==> src/rtl/wdog_pkg.sv <==
package wdog_pkg;

    localparam int CNT_W  = 12;
    localparam int DATA_W = 32;
    localparam logic [7:0] KICK_KEY = 8'hA5;

    typedef enum logic [1:0] {
        ADR_CTRL = 2'd0,
        ADR_MODE = 2'd1,
        ADR_STAT = 2'd2,
        ADR_NONE = 2'd3
    } addr_e;

    typedef struct packed {
        logic             off;
        logic [2:0]       rsvd;
        logic             dbg_halt;
        logic             idle_halt;
        logic             rst_en;
        logic             irq_en;
        logic [CNT_W-1:0] window;
        logic [CNT_W-1:0] reload;
    } mode_t;

    typedef struct packed {
        logic win_err;
        logic underflow;
    } stat_t;

    function automatic logic [CNT_W-1:0] secs_to_reload(input int unsigned s);
        return (s == 0) ? '0 : CNT_W'(s * 256 - 1);
    endfunction

    localparam mode_t MODE_RST = '{
        off: 1'b1, rsvd: 3'b000, dbg_halt: 1'b0, idle_halt: 1'b0,
        rst_en: 1'b1, irq_en: 1'b0,
        window: secs_to_reload(16), reload: secs_to_reload(16)
    };

    // Fields are frozen whenever the written word keeps the block disabled.
    function automatic mode_t merge_mode(input mode_t cur, input logic [DATA_W-1:0] wd);
        mode_t nxt;
        nxt      = mode_t'(wd);
        nxt.rsvd = '0;
        if (nxt.off) begin
            nxt.reload = cur.reload;
            nxt.window = cur.window;
        end
        return nxt;
    endfunction

endpackage

==> src/rtl/wdog_regif.sv <==
module wdog_regif
    import wdog_pkg::*;
#(
    parameter int LOCK_SLCK = 3
) (
    input  logic              clk,
    input  logic              rst,
    input  logic              slck_en,
    input  logic              bus_wr,
    input  logic [1:0]        bus_addr,
    input  logic [DATA_W-1:0] bus_wdata,
    output mode_t             mode_q,
    output logic              kick,
    output logic              mode_load,
    output logic [CNT_W-1:0]  load_val,
    output logic              locked
);
    localparam int LW = $clog2(LOCK_SLCK + 1);

    logic [LW-1:0] lock_cnt;
    addr_e         a_sel;
    mode_t         mode_new;
    logic          wr_ok;
    logic          mode_wr;

    assign a_sel     = addr_e'(bus_addr);
    assign locked    = (lock_cnt != '0);
    assign wr_ok     = bus_wr & ~locked;
    assign mode_new  = merge_mode(mode_q, bus_wdata);
    assign kick      = wr_ok && (a_sel == ADR_CTRL) &&
                       (bus_wdata[31:24] == KICK_KEY) && bus_wdata[0];
    assign mode_wr   = wr_ok && (a_sel == ADR_MODE);
    assign mode_load = mode_wr & ~mode_new.off;
    assign load_val  = mode_load ? mode_new.reload : mode_q.reload;

    always_ff @(posedge clk) begin
        if (rst) begin
            mode_q   <= MODE_RST;
            lock_cnt <= '0;
        end else begin
            if (mode_wr) begin
                mode_q <= mode_new;
            end
            if (kick || mode_load) begin
                lock_cnt <= LW'(LOCK_SLCK);
            end else if (slck_en && locked) begin
                lock_cnt <= lock_cnt - 1'b1;
            end
        end
    end

    p_lock_drops_mode_r4: assert property (@(posedge clk) disable iff (rst)
        (locked && bus_wr && (a_sel == ADR_MODE)) |=> (mode_q == $past(mode_q)));

    p_lock_after_kick_r4: assert property (@(posedge clk) disable iff (rst)
        kick |=> locked);

    p_off_keeps_fields_r5: assert property (@(posedge clk) disable iff (rst)
        (bus_wr && (a_sel == ADR_MODE) && bus_wdata[31]) |=>
        ((mode_q.reload == $past(mode_q.reload)) && (mode_q.window == $past(mode_q.window))));

endmodule

==> src/rtl/wdog_counter.sv <==
module wdog_counter
    import wdog_pkg::*;
#(
    parameter int PRESCALE = 128
) (
    input  logic             clk,
    input  logic             rst,
    input  logic             slck_en,
    input  logic             enable,
    input  logic             idle_hold,
    input  logic             dbg_hold,
    input  logic             idle_in,
    input  logic             debug_in,
    input  logic             kick,
    input  logic             mode_load,
    input  logic [CNT_W-1:0] load_val,
    input  logic [CNT_W-1:0] reload,
    input  logic [CNT_W-1:0] window,
    output logic             underflow,
    output logic             win_err
);
    localparam int PW = (PRESCALE > 1) ? $clog2(PRESCALE) : 1;
    localparam logic [PW-1:0] PRE_LAST = PW'(PRESCALE - 1);

    logic [PW-1:0]    pre;
    logic [CNT_W-1:0] cnt;
    logic             restart;
    logic             halted;
    logic             run;
    logic             wrap;
    logic             tick;

    assign restart   = kick | mode_load;
    assign halted    = (idle_hold & idle_in) | (dbg_hold & debug_in);
    assign run       = enable & ~halted;
    assign wrap      = (pre == PRE_LAST);
    assign tick      = run & slck_en & wrap & ~restart;
    assign underflow = tick & (cnt == '0);
    assign win_err   = kick & enable & (cnt > window);

    always_ff @(posedge clk) begin
        if (rst) begin
            pre <= '0;
            cnt <= MODE_RST.reload;
        end else if (restart) begin
            pre <= '0;
            cnt <= load_val;
        end else if (run && slck_en) begin
            pre <= wrap ? '0 : pre + PW'(1);
            if (wrap) begin
                cnt <= (cnt == '0) ? reload : cnt - 1'b1;
            end
        end
    end

    p_stopped_when_off_r5: assert property (@(posedge clk) disable iff (rst)
        (!enable && !restart) |=> $stable(cnt));

    p_frozen_on_halt_r11: assert property (@(posedge clk) disable iff (rst)
        (enable && halted && !restart) |=> ($stable(cnt) && $stable(pre)));

    p_underflow_reload_r2: assert property (@(posedge clk) disable iff (rst)
        underflow |=> (cnt == $past(reload)));

endmodule

==> src/rtl/wdog_fault.sv <==
module wdog_fault
    import wdog_pkg::*;
#(
    parameter int RST_CYC = 4
) (
    input  logic  clk,
    input  logic  rst,
    input  logic  underflow,
    input  logic  win_err,
    input  logic  rd_clr,
    input  logic  irq_en,
    input  logic  rst_en,
    output stat_t status,
    output logic  fault_irq,
    output logic  reset_req
);
    localparam int RW = $clog2(RST_CYC + 1);

    logic [RW-1:0] hold;
    stat_t         flag_set;
    logic          fault;

    assign flag_set  = '{win_err: win_err, underflow: underflow};
    assign fault     = underflow | win_err;
    assign reset_req = (hold != '0);
    assign fault_irq = irq_en & ~rst_en & (|status);

    always_ff @(posedge clk) begin
        if (rst) begin
            status <= '0;
            hold   <= '0;
        end else begin
            status <= rd_clr ? flag_set : stat_t'(status | flag_set);
            if (fault && rst_en) begin
                hold <= RW'(RST_CYC);
            end else if (reset_req) begin
                hold <= hold - 1'b1;
            end
        end
    end

    p_status_hold_r8: assert property (@(posedge clk) disable iff (rst)
        (status.underflow && !rd_clr) |=> status.underflow);

    p_rst_min_len_r10: assert property (@(posedge clk) disable iff (rst)
        $rose(reset_req) |=> reset_req);

endmodule

==> src/rtl/wdog_top.sv <==
module wdog_top
    import wdog_pkg::*;
#(
    parameter int PRESCALE  = 128,
    parameter int LOCK_SLCK = 3,
    parameter int RST_CYC   = 4
) (
    input  logic        clk,
    input  logic        rst,
    input  logic        slck_en,
    input  logic        bus_wr,
    input  logic        bus_rd,
    input  logic [1:0]  bus_addr,
    input  logic [31:0] bus_wdata,
    output logic [31:0] bus_rdata,
    input  logic        idle_in,
    input  logic        debug_in,
    output logic        fault_irq,
    output logic        reset_req
);
    mode_t            mode_q;
    stat_t            status;
    logic             kick;
    logic             mode_load;
    logic             locked;
    logic [CNT_W-1:0] load_val;
    logic             underflow;
    logic             win_err;
    logic             rd_clr;

    assign rd_clr = bus_rd && (addr_e'(bus_addr) == ADR_STAT);

    wdog_regif #(.LOCK_SLCK(LOCK_SLCK)) u_regif (
        .clk       (clk),
        .rst       (rst),
        .slck_en   (slck_en),
        .bus_wr    (bus_wr),
        .bus_addr  (bus_addr),
        .bus_wdata (bus_wdata),
        .mode_q    (mode_q),
        .kick      (kick),
        .mode_load (mode_load),
        .load_val  (load_val),
        .locked    (locked)
    );

    wdog_counter #(.PRESCALE(PRESCALE)) u_counter (
        .clk       (clk),
        .rst       (rst),
        .slck_en   (slck_en),
        .enable    (~mode_q.off),
        .idle_hold (mode_q.idle_halt),
        .dbg_hold  (mode_q.dbg_halt),
        .idle_in   (idle_in),
        .debug_in  (debug_in),
        .kick      (kick),
        .mode_load (mode_load),
        .load_val  (load_val),
        .reload    (mode_q.reload),
        .window    (mode_q.window),
        .underflow (underflow),
        .win_err   (win_err)
    );

    wdog_fault #(.RST_CYC(RST_CYC)) u_fault (
        .clk       (clk),
        .rst       (rst),
        .underflow (underflow),
        .win_err   (win_err),
        .rd_clr    (rd_clr),
        .irq_en    (mode_q.irq_en),
        .rst_en    (mode_q.rst_en),
        .status    (status),
        .fault_irq (fault_irq),
        .reset_req (reset_req)
    );

    always_comb begin
        case (addr_e'(bus_addr))
            ADR_MODE: bus_rdata = mode_q;
            ADR_STAT: bus_rdata = {30'd0, status};
            default:  bus_rdata = '0;
        endcase
    end

    p_kick_blocked_when_locked_r4: assert property (@(posedge clk) disable iff (rst)
        (locked && kick) |-> 1'b0 == 1'b1 ? 1'b0 : !locked);

endmodule

==> config.mk <==
export PLATFORM = sky130hd
export DESIGN_NAME = wdog_top
export DESIGN_NICKNAME = d
export VERILOG_FILES = /design/src/rtl/wdog_pkg.sv /design/src/rtl/wdog_regif.sv /design/src/rtl/wdog_counter.sv /design/src/rtl/wdog_fault.sv /design/src/rtl/wdog_top.sv
export SDC_FILE = /design/constraint.sdc
export NUM_CORES = 1
export LEC_CHECK = 0
export BUFFER_PORTS_ARGS = -buffer_cell sky130_fd_sc_hd__buf_2
export CAP_MARGIN = 10
export CORE_MARGIN = 2
export CORE_UTILIZATION = 55
export CTS_CLUSTER_SIZE = 25
export DETAILED_ROUTE_END_ITERATION = 16
export PLACE_DENSITY = 0.84
export SLEW_MARGIN = 20
export SYNTH_ARGS = -nofsm -noshare
export SYNTH_HDL_FRONTEND = slang
export SYNTH_HIERARCHICAL = 1
export SYNTH_SLANG_ARGS = --single-unit
==> constraint.sdc <==
create_clock -name clk -period 2.7 [get_ports clk]
set_clock_uncertainty 0.2 [all_clocks]
set_input_delay 0.135 -clock clk [delete_from_list [all_inputs] [get_ports clk]]
set_output_delay 0.135 -clock clk [all_outputs]
set_load 0.02 [all_outputs]
Yosys cells after proc, flatten, opt, wreduce, memory -nomap -nowiden
Index checks and enable logic that the tools add are counted.
- bits in writable memories: 0
- memory bits (read-only): 0
- register bits after elaboration: 55
- bits in latches: 0
- word-level logic and storage cells: 81
- memories: 0
- input bits: 41
- output and inout port bits: 34
- bitwise logic cells: 23
- eq/ne operators: 4
- multiplexer cells: 13
- shift operators: 0
- $add $sub $neg: 4
- multiply operators: 0
- divide/modulo/power cells: 0
- reductions and logical operators: 22
- $lt $le $gt $ge: 1
- operator list (kind ; count):
    2-to-1 mux 12 bit ; 6
    case mux 32 bit (2 select lines) ; 1
    bitwise AND 1 bit ; 13
    greater-than comparator 12 bit ; 1
    logical NOT 12 bit ; 1
    subtractor 12 x 1 -> 12 bit, second input constant ; 1
    nonzero test 2 bit ; 5
    equality test 8 bit, second input constant ; 1
    logical AND 1 bit ; 8
    adder 7 x 1 -> 7 bit, second input constant ; 1
    equality test 7 bit, second input constant ; 1
    2-to-1 mux 7 bit ; 1
    2-to-1 mux 2 bit ; 3
    2-to-1 mux 3 bit ; 2
    NOT 1 bit ; 6
    OR reduction 2 bit ; 3
    AND reduction 2 bit ; 2
    bitwise OR 1 bit ; 3
    nonzero test 3 bit ; 1
    subtractor 3 x 1 -> 3 bit, second input constant ; 1
    equality test 2 x 1 -> 1 bit, second input constant ; 1
    equality test 2 bit, second input constant ; 1
    logical NOT 2 bit ; 1
    bitwise OR 2 bit ; 1
    other kinds (2) ; 2

Logic depth before layout (Yosys ltp)
Gate-level depths: netlist of the first run.
- depth in word-level cells: 13
- depth in mapped cells: 13
- depth with buffers taken out: 9

Modules after synthesis
Netlist of the first run, hierarchy kept.
- by module, submodules not included (module ; seq. area each (um^2) ; area an instance (um^2) ; cells an instance ; times used):
    wdog_counter ; 380.4 ; 1545.2 ; 201 ; 1
    wdog_regif ; 620.6 ; 1460.2 ; 141 ; 1
    wdog_top ; 0.0 ; 305.3 ; 43 ; 1
    wdog_fault ; 100.1 ; 260.2 ; 29 ; 1

Worst setup path after synthesis of the first run
OpenSTA, ideal clock, no wires.
- kind: register to register
- start point: register u_regif.lock_cnt[0]
- end point: register u_counter.cnt[8]
- cell stages (with the launch flop): 14
- setup time: 0.075 ns
- arrival time: 2.139 ns
- path slack: 0.286 ns
- cell sequence: dfxtp_1 > inv_1 > ha_1 > and4b_1 > buf_6 > nand2b_4 > buf_6 > inv_1 > or2_2 > clkbuf_1 > nand2b_1 > buf_1 > o221ai_1 > o22ai_1
- elaborated cells between the ends (all ways): 14
- RTL lines (item ; line ; text):
    start: declaration ; wdog_regif.sv:20 ; logic [LW-1:0] lock_cnt;
    start signal: assignment ; wdog_regif.sv:45 ; lock_cnt <= LW'(LOCK_SLCK);
    start signal: assignment ; wdog_regif.sv:47 ; lock_cnt <= lock_cnt - 1'b1;
    nonzero test 2 bit (*) ; wdog_regif.sv:27 ; assign locked = (lock_cnt != '0);
    NOT 1 bit (*) ; wdog_regif.sv:28 ; assign wr_ok = bus_wr & ~locked;
    bitwise AND 1 bit (*) ; wdog_regif.sv:28 ;
    logical AND 1 bit (*) ; wdog_regif.sv:32 ; assign mode_wr = wr_ok && (a_sel == ADR_MODE);
    bitwise AND 1 bit (*) ; wdog_regif.sv:33 ; assign mode_load = mode_wr & ~mode_new.off;
    net mode_load ; wdog_top.sv:24 ; logic mode_load;
    bitwise OR 1 bit ; wdog_counter.sv:33 ; assign restart = kick | mode_load;
    nonzero test 2 bit (no line) ; - ;
    AND reduction 2 bit (no line) ; - ;
    end signal: assignment ; wdog_counter.sv:44 ; cnt <= MODE_RST.reload;
    end signal: assignment ; wdog_counter.sv:47 ; cnt <= load_val;
    end signal: assignment ; wdog_counter.sv:51 ; cnt <= (cnt == '0) ? reload : cnt - 1'b1;
    end: declaration ; wdog_counter.sv:26 ; logic [CNT_W-1:0] cnt;
Mark *: on every way through the listed nets, which the timed path passes. The rest lies on a longest branch.
A chain may end at the register's enable or synchronous reset.

Worst setup path in the final report of the first run
- start point: register u_regif.lock_cnt[0]
- end point: register u_counter.cnt[11]
Same word-level chain as after synthesis.

==> results of run 1 <==
[metal layers]
layer / vias to the layer above / global-route usage [%]
met1: 1553 / 32.5
met3: 12 / 4.42
li1: 1605 / -
met4: 0 / 7.50
met2: 107 / 42.1
met5: - / 0
[state kept, by name, summed over array words and instances (netlist names)]
name and flops:
u_regif/lock_cnt 2, u_counter/cnt 12, u_fault/status 2, u_counter/pre 7, u_regif/mode_q 29, u_fault/hold 3
[worst paths after layout]
| path | from | slack (ps) | to | cells past startpoint |
|---|---|---|---|---|
| worst min-delay path | bus_wdata[18] | 4 | u_regif/mode_q[18]$_SDFFE_PP1N_ | 3 |
| worst max register to register | u_regif/lock_cnt[0]$_SDFFE_PP0P_ | 300 | u_counter/cnt[11]$_SDFFE_PP1P_ | 8 |
| worst min register to register | u_regif/mode_q[24]$_SDFFE_PP0N_ | 270 | u_regif/mode_q[24]$_SDFFE_PP0N_ | 2 |
| worst max-delay path | u_regif/lock_cnt[0]$_SDFFE_PP0P_ | 300 | u_counter/cnt[11]$_SDFFE_PP1P_ | 8 |
[layout make-up]
type	count	area share [%]
timing repair buffer	91	12.7
multi-input combinational	304	53.4
clock inverter	1	0.212
clock buffer	7	2.09
inverter	28	2.55
sequential	55	26.7
tap	77	2.34
[critical path, delay by kind of cell, from the launching register on]
family                     cells  cell delay (ps)
DFF                            1              350
buffers and inverters          2              110
and+or+nand+nor                5             1400
adders and majority gates      1              230
[power by group through the flow]
stage / clock network, W / logic (W) / registers [W]
final: 0.000478 / 0.000483 / 0.000898
after global routing: 0.000520 / 0.000539 / 0.000905
after CTS: 0.000487 / 0.000486 / 0.000898
after detailed placement: 0 / 0.000473 / 0.000918
after global placement: 0 / 0.000459 / 0.000915
after floorplan: 0 / 0.000362 / 0.000905
[cells in the final DEF, fill, tap and decap left out, types with 3 or more instances in the layout]
cell type and instances:
dfxtp_1 55, buf_4 12, or2_0 3, a31oi_1 5, conb_1 3, o211ai_1 3, o21a_1 3, ha_1 21
and2_2 30, a21oi_1 27, nand2b_1 5, or3_1 3, nor3b_1 22, nor3b_2 4, nand2_1 18, clkbuf_8 6
inv_1 27, nand3_1 3, nand4_1 6, dlygate4sd3_1 8, o21ai_0 9, nor2b_1 4, a211o_1 26, a21o_1 13
mux2i_1 4, xnor2_1 8, nor2_1 25, nor3_1 14, xor2_1 5, buf_2 71
[through the flow]
step / instance area [µm²] / util, % / setup slack, ps
floorplan: 3570 / - / 300
global placement: 3950 / 62.5 / 420
detailed placement: 3950 / 62.5 / 353
CTS: 4120 / 65.3 / 325
global route: 4120 / 65.3 / 170
finish: 4120 / 65.3 / 299
[timing repair]
item,4_1_cts,5_1_grt
hold buffers,8,0
endpoints found under the hold margin,6,0
resized for setup,0,0
==> qor.csv, run 1 <==
metric,value,unit
GRT overflow,0,
setup TNS,0,ps
vias in the first global route,3128,
crit path max-delay cell type,or3_1,
Most common cell on crit path,inv_1,
layout cell share with drive strength beyond 1,28.0,%
Leakage,1.82,nW
# setup viols final,0,
"Cell Area, Synth",3570,µm²
Worst EP required,2700,ps
Pint,0.00129,W
final wirelength,8770,µm
CTS tree,yes,
multi-input logic area,2200,µm²
row count,29,
Mapped Cells,413,
# diodes,0,
Post-CTS Setup Inserts,0,
relative slew slack,57.7,%
CP endpoint kind,flip-flop,
# DRC,0,
RSZ-0062 raised after global routing,no,
CTS Root Cell,clkbuf_8,
Slew @ Worst Pin,630,ps
DP Cell Count,547,
H-tree Lvls,2,
total power,0.00186,W
"Hold Vio Cnt, Final",0,
"Largest stage delay, worst path",550,ps
die area,7150,µm²
final critical-path share of the clock period,88.9,%
HPWL after detailed placement,6390,µm
kind of start point of the critical path,flip-flop,
fin cells,563,
crit-path max FO,10,
Sw Pwr,0.000568,W
clock buffer depth,2,
total number of vias,3277,
count of input and output buffers,71,
WP data arrival,2400,ps
Final Net Count,547,
initial antenna violation count,0,
wl on met1,3850,µm
DR WL met3,605,µm
core area,6310,µm²
Top Layer Used,met4,
Final Wtd Congestion,0.947,
Register Area,1100,µm²
status,completed,
Power Dens Cells,451,nW/µm²
Total GRT Usage,24.9,%
first-pass GRT wire length,14600,µm
starting density of the core,56.5,%
CP cell instances,"inv_1, ha_1, and4b_1, nand2b_4, inv_1, or3_1, nor4_1, nor3_1",
Logic pwr share,26.0,%
Hold Crit Class,in -> reg,
Slew Limit Fails,0,
Max Cap Violations,0,
worst hold slack,3.59,ps
Die X,84.5,µm
DRT iter0 DRCs,195,
Avg WL per Cell,15.6,µm
Initial DRT Pass Iterations,4,
sequential share of power,48.3,%
met2 WL post-DR,4170,µm
clock share of power,25.7,%
fillers,527,
CP Class,reg -> reg,
clock latency on the worst-skew pair,310,ps
vias per cell,5.82,
total I/O pin count,75,
switching share of total power,30.5,%
VDD IR max,0.000298,V
Num CTS Buffers,5,
Mean Syn Cell Area,8.64,µm²
clock slew at reported path FFs,100,ps
final worst path period need,2400,ps
Detail Route Antenna Nets,0,
largest net degree at the start of global routing,39,
die height,84.5,µm
fmax,416,MHz
Layout area overhead,15.6,%
warnings from Yosys,6,
clk sink count,55,
Note: power is estimated with default switching activity, not from simulation.
==> inputs of run 2 (changes only) <==
--- a/config.mk
+++ b/config.mk
@@ -5,13 +5,14 @@
 export SDC_FILE = /design/constraint.sdc
 export NUM_CORES = 1
 export LEC_CHECK = 0
+export ABC_AREA = 1
 export BUFFER_PORTS_ARGS = -buffer_cell sky130_fd_sc_hd__buf_2
 export CAP_MARGIN = 10
 export CORE_MARGIN = 2
-export CORE_UTILIZATION = 55
+export CORE_UTILIZATION = 56
 export CTS_CLUSTER_SIZE = 25
 export DETAILED_ROUTE_END_ITERATION = 16
-export PLACE_DENSITY = 0.84
+export PLACE_DENSITY = 0.85
 export SLEW_MARGIN = 20
 export SYNTH_ARGS = -nofsm -noshare
 export SYNTH_HDL_FRONTEND = slang
==> run 2 against run 1 <==
  * Clock power is 3% higher
  * Combinational power rose by 20%
  * Area after synthesis rose by 6.3%
  * Design area grew 6.4%
  * Maximum frequency is 7.9% higher
  * Wire length up 4.9%
  * Non-clock buffer count unchanged
  * Synthesized cell count up 48%
  * Count of clock-buffer cells in the layout shrank 2
  * First-iteration DRC count down 7.2%
  * Core utilization grew 2.6 points
==> qor.csv, run 2 <==
metric,value,unit
status,completed,
top-count cell post-synth,nand2_1,
Initial DRT Pass Iterations,5,
Post-synth top flop,dfxtp_1,
Final Wtd Congestion,0.924,
# diodes,0,
dominant cell type by area after synthesis,dfxtp_1,
CTS Root Cell,clkbuf_8,
total I/O pin count,75,
GRT overflow,0,
HPWL after detailed placement,6860,µm
Max Cap Violations,0,
Hold Path Depth,6,
warnings from Yosys,6,
clk sink count,55,
Detail Route Antenna Nets,0,
Largest register FFs,29,
sequential share of power,46.5,%
Slew @ Worst Pin,590,ps
crit-path max FO,15,
VDD IR max,0.000324,V
Num CTS Buffers,5,
Post-synth top cells,"nand2_1 (189), inv_1 (114), nand3_1 (60), dfxtp_1 (55), nor2_1 (40)",
# DRC,0,
R2R Path End,u_fault/hold[1]$_SDFFE_PP0P_,
vias in the first global route,3691,
CTS tree,yes,
Final Net Count,754,
R2R Setup Slk,470,ps
largest net degree at the start of global routing,32,
layout cell share with drive strength beyond 1,15.6,%
switching share of total power,35.1,%
RSZ-0062 raised after global routing,no,
die area,7450,µm²
Power Dens Cells,457,nW/µm²
CP endpoint kind,flip-flop,
first-pass GRT wire length,15800,µm
Pint,0.00130,W
clock buffer depth,2,
starting density of the core,58.7,%
most frequent cells in the layout,"nand2_1 (189), inv_1 (114), buf_2 (71)",
count of input and output buffers,71,
worst flop-to-flop path startpoint,u_regif/lock_cnt[0]$_SDFFE_PP0P_,
DRT iter0 DRCs,181,
Register Area,1100,µm²
relative slew slack,60.6,%
Hold Crit Class,in -> reg,
"Hold Vio Cnt, Final",0,
asr flop ratio synth,0,%
Worst EP required,2720,ps
vias per cell,5.06,
Sw Pwr,0.000702,W
Layout area overhead,15.6,%
total number of vias,3894,
clock latency on the worst-skew pair,320,ps
Mean Syn Cell Area,6.20,µm²
Die X,86.3,µm
final critical-path share of the clock period,82.4,%
row count,29,
CP Class,reg -> reg,
"commonest non-fill, non-tap cell in the layout",nand2_1,
total power,0.00200,W
clock share of power,24.6,%
initial antenna violation count,0,
clock slew at reported path FFs,110,ps
# setup viols final,0,
Total GRT Usage,25.9,%
Logic pwr share,28.9,%
"Endpoint, Worst Hold",u_fault/status[1]$_SDFF_PP0_,
Mapped Cells,612,
die height,86.3,µm
Avg WL per Cell,11.9,µm
Top Registers,"u_regif/mode_q: 29 flops, u_counter/cnt: 12 flops, u_counter/pre: 7 flops",
fillers,579,
Finished Core Util,67.9,%
Post-synth EDFFs,0,
worst r2r path cells,12,
setup TNS,0,ps
WP data arrival,2240,ps
largest reg by FF count,u_regif/mode_q,
register area share after synthesis,29.0,%
"Cell Area, Synth",3790,µm²
"flops & latches, synth",55,
Slew Limit Fails,0,
fmax,449,MHz
top-area cell type share of the netlist area,29.0,%
kind of start point of the critical path,flip-flop,
core area,6460,µm²
top post-synthesis cells by area,"dfxtp_1 (29%), nand2_1 (19%), inv_1 (11%)",
final wirelength,9200,µm
final worst path period need,2230,ps
Leakage,2.72,nW
multi-input logic area,2090,µm²
H-tree Lvls,2,
post-synthesis cell type count,34,
Worst Hold Launch,bus_rd,
## run 2: kinds of logic (layout without fill, tap and decap cells)
kind of cell    count (synthesis)  count (layout)  share of synthesized area [%]
simple gates                  320             320                           36.8
buf+inv                       142             221                           16.1
compound gates                 66              66                           9.43
flops                          55              55                           29.0
fa+ha+maj                      21              21                           6.93
xor+xnor                        7               7                           1.62
other cells                     1               3                         0.0988
## run 2: area by class of cell
cell class,instances,share of cell area [%]
tap,77,2.20
inverter,122,10.4
clock buffer,5,1.57
clock inverter,3,0.656
timing repair buffer,91,12.4
sequential,55,25.1
multi-input combinational,417,47.6
## run 2: metal layers
metal / track usage (%) / wire (µm)
met4: 6.11 / 97
met1: 33.1 / 4120
met3: 3.81 / 574
met5: 0 / 0
met2: 46.0 / 4410
## run 2: power groups by stage
stage / clock network [W] / registers [W] / logic (W)
after floorplan: 0 / 0.000930 / 0.000436
after global placement: 0 / 0.000946 / 0.000537
after detailed placement: 0 / 0.000948 / 0.000559
after CTS: 0.000505 / 0.000931 / 0.000580
after global routing: 0.000534 / 0.000940 / 0.000665
final: 0.000492 / 0.000931 / 0.000580
## run 2: what timing repair did
item                                   CTS  global route
endpoints found under the hold margin   16             0
resized for setup                        0             0
hold buffers                            16             0
setup endpoints to repair                0             0
setup buffers                            0             0
## run 2: per-stage QoR
step / instance area [µm²] / setup WS [ps] / instances / hold WS (ps)
2_1_floorplan: 3800 / 385 / 614 / -2.56
3_3_place_gp: 4130 / 593 / 746 / 135
3_5_place_dp: 4130 / 481 / 746 / 140
4_1_cts: 4390 / 447 / 770 / 12.4
5_1_grt: 4390 / 277 / 770 / 44.5
6_report: 4390 / 474 / 770 / 24.3
## run 2: how the worst max path moves through the flow
| stage | startpoint | cells after the start | slack, ps | endpoint |
|---|---|---|---|---|
| after CTS | u_regif/lock_cnt[0]$_SDFFE_PP0P_ | 12 | 450 | u_fault/hold[1]$_SDFFE_PP0P_ |
| after floorplan | u_regif/lock_cnt[0]$_SDFFE_PP0P_ | 14 | 380 | u_fault/hold[0]$_SDFFE_PP0P_ |
| after global placement | u_regif/lock_cnt[0]$_SDFFE_PP0P_ | 12 | 590 | u_fault/hold[0]$_SDFFE_PP0P_ |
| after detailed placement | u_regif/lock_cnt[0]$_SDFFE_PP0P_ | 12 | 480 | u_fault/hold[1]$_SDFFE_PP0P_ |
| final | u_regif/lock_cnt[0]$_SDFFE_PP0P_ | 12 | 470 | u_fault/hold[1]$_SDFFE_PP0P_ |
| after global routing | u_regif/lock_cnt[0]$_SDFFE_PP0P_ | 12 | 280 | u_fault/hold[0]$_SDFFE_PP0P_ |
## run 2: critical path: stages (launching register included)
cell and delay [ps]:
dfxtp_1 360, inv_1 50, ha_1 200, nand2_1 130, nor2_4 60, nand2_2 60
inv_2 100, nor2_2 170, inv_2 170, nor3_1 360, o21ai_2 130, nand2_1 90
nor2_1 40
==> inputs of run 3 (changes only) <==
==> constraint.sdc (replaced) <==
create_clock -name clk -period 2.1 [get_ports clk]
set_clock_uncertainty 0.2 [all_clocks]
set_input_delay 0.105 -clock clk [delete_from_list [all_inputs] [get_ports clk]]
set_output_delay 0.105 -clock clk [all_outputs]
set_load 0.02 [all_outputs]
==> run 3 against run 2 <==
  * Critical path depth fell by 1
  * Die area unchanged
  * Clock power up 31%
  * Combinational power grew 37%
  * First-iteration DRC count stayed put
  * Sequential share of layout area shrank 1.0 points
  * Count of clock-buffer cells in the layout did not move
  * Total power grew 31%
  * Core utilization rose by 2.9 points
  * Critical endpoint is now u_fault/hold[0]$_SDFFE_PP0P_
  * Largest power group unchanged
  * Highest routed layer unchanged
==> qor.csv, run 3 (synthesis gave the netlist of run 2 again) <==
metric,value,unit
status,completed,
Hold Crit Class,in -> reg,
row count,29,
grt met3 use,4.19,%
layout cell share with drive strength beyond 1,17.6,%
clock latency on the worst-skew pair,320,ps
first-pass GRT wire length,16300,µm
crit path max-delay cell type,dfxtp_1,
DP Cell Count,759,
Worst EP required,2120,ps
CTS Root Cell,clkbuf_8,
Sw Pwr,0.000942,W
worst r2r path cells,11,
Logic pwr share,30.2,%
# diodes,0,
vias in the first global route,3766,
starting density of the core,58.7,%
Layout area overhead,20.5,%
HPWL after detailed placement,7280,µm
# setup viols final,0,
die area,7450,µm²
clock slew at reported path FFs,120,ps
cell area after placement,4240,µm²
Detail Route Antenna Nets,0,
count of input and output buffers,71,
total I/O pin count,75,
largest net degree at the start of global routing,31,
Pint,0.00169,W
CP Class,reg -> reg,
clk sink count,55,
DRT iter0 DRCs,181,
Slew Limit Fails,0,
switching share of total power,35.8,%
GR peak layer,met2,
Max Cap Violations,0,
"commonest non-fill, non-tap cell in the layout",nand2_1,
RSZ-0062 raised after global routing,yes,
clock share of power,24.5,%
Num CTS Buffers,5,
core area,6460,µm²
Most common cell on crit path,nor2_1,
GRT overflow,0,
final critical-path share of the clock period,93.6,%
initial antenna violation count,0,
kind of start point of the critical path,flip-flop,
clock buffer depth,2,
Die X,86.3,µm
WP data arrival,1990,ps
Worst path top cell family by delay,simple AND/OR/NAND/NOR gates,
CTS tree,yes,
vias per cell,4.98,
"Hold Vio Cnt, Final",0,
Avg WL per Cell,12.5,µm
M2 GR Usage,47.8,%
fillers,529,
Power Dens Cells,576,nW/µm²
Total GRT Usage,26.7,%
"Largest stage delay, worst path",360,ps
largest reg by FF count,u_regif/mode_q,
final instance area,4570,µm²
crit-path max FO,3,
Leakage,2.81,nW
sequential share of power,45.3,%
fin cells,789,
Crit path depth,11,
H-tree Lvls,2,
die height,86.3,µm
VDD IR max,0.000351,V
CP cell instances,"inv_1, ha_1, nand2_1, nor2_1, nand2_1, a21oi_1, nor2_1, nor2_1, o21ai_2, nand2_1, nor2_1",
CP bufs+invs,1,
met1 GRT Util,32.9,%
Largest register FFs,29,
total number of vias,3928,
Top Registers,"u_regif/mode_q: 29 flops, u_counter/cnt: 12 flops, u_counter/pre: 7 flops",
# DRC,0,
Hold Path Depth,5,
Initial DRT Pass Iterations,5,
Final Wtd Congestion,0.889,
fmax,509,MHz
Final Net Count,773,
final wirelength,9890,µm
most frequent cells in the layout,"nand2_1 (189), inv_1 (114), buf_2 (71)",
CP endpoint kind,flip-flop,
final worst path period need,1970,ps
-- run 3: worst paths after layout --
| kind | startpoint | end | slack, ps |
|---|---|---|---|
| worst max-delay path | u_regif/mode_q[23]$_SDFFE_PP1N_ | u_fault/hold[0]$_SDFFE_PP0P_ | 130 |
| worst min register to register | u_counter/pre[6]$_SDFFE_PP0P_ | u_counter/pre[6]$_SDFFE_PP0P_ | 290 |
| worst max register to register | u_regif/mode_q[23]$_SDFFE_PP1N_ | u_fault/hold[0]$_SDFFE_PP0P_ | 130 |
| worst min-delay path | bus_wdata[0] | u_regif/mode_q[0]$_SDFFE_PP1N_ | 7 |
-- run 3: repair_timing --
action,CTS,global route
resized for setup,0,7
hold endpoints to repair,19,0
setup endpoints to repair,0,15
hold buffers,20,0
setup buffers,0,2
-- run 3: stage by stage --
| stage | total power (W) | setup WS (ps) | setup TNS (ps) | utilization, % | hold slack (ps) |
|---|---|---|---|---|---|
| 5_1_grt | 0.00279 | -25.1 | -63.7 | 70.8 | 25.7 |
| 6_report | 0.00263 | 135 | 0 | 70.8 | 7.42 |
| 3_5_place_dp | 0.00196 | 106 | 0 | 65.7 | 106 |
| 4_1_cts | 0.00263 | 62.1 | 0 | 70.3 | 1.79 |
| 3_3_place_gp | 0.00193 | 172 | 0 | 65.7 | 105 |
| 2_1_floorplan | 0.00176 | 1.09 | 0 | - | -32.6 |
-- run 3: routing by layer --
metal,up-vias,wire (µm)
li1,2061,-
met1,1747,4460
met2,98,4830
met3,22,421
met4,0,178
met5,-,0
-- run 3: layout make-up --
cell class | instances | area [µm²] | share of cell area [%]
tap | 77 | 96.3 | 2.11
sequential | 55 | 1100 | 24.1
clock inverter | 3 | 27.5 | 0.602
timing repair buffer | 110 | 709 | 15.5
inverter | 122 | 463 | 10.1
clock buffer | 5 | 68.8 | 1.50
multi-input combinational | 417 | 2110 | 46.1
-- run 3: worst register-to-register path: cells and delay by family (launching register included) --
family                     cells  cell delay, ps
AOI/OAI and AO/OA              2             230
adders and majority gates      1             290
buffers and inverters          1              50
DFF                            1             360
and+or+nand+nor                7             740
-- run 3: power by group through the flow --
stage | Clock, W | Combinational, W | Sequential (W)
final | 0.000645 | 0.000794 | 0.00119
after global placement | 0 | 0.000715 | 0.00121
after floorplan | 0 | 0.000562 | 0.00120
after global routing | 0.000699 | 0.000888 | 0.00120
after detailed placement | 0 | 0.000743 | 0.00121
after CTS | 0.000656 | 0.000780 | 0.00119
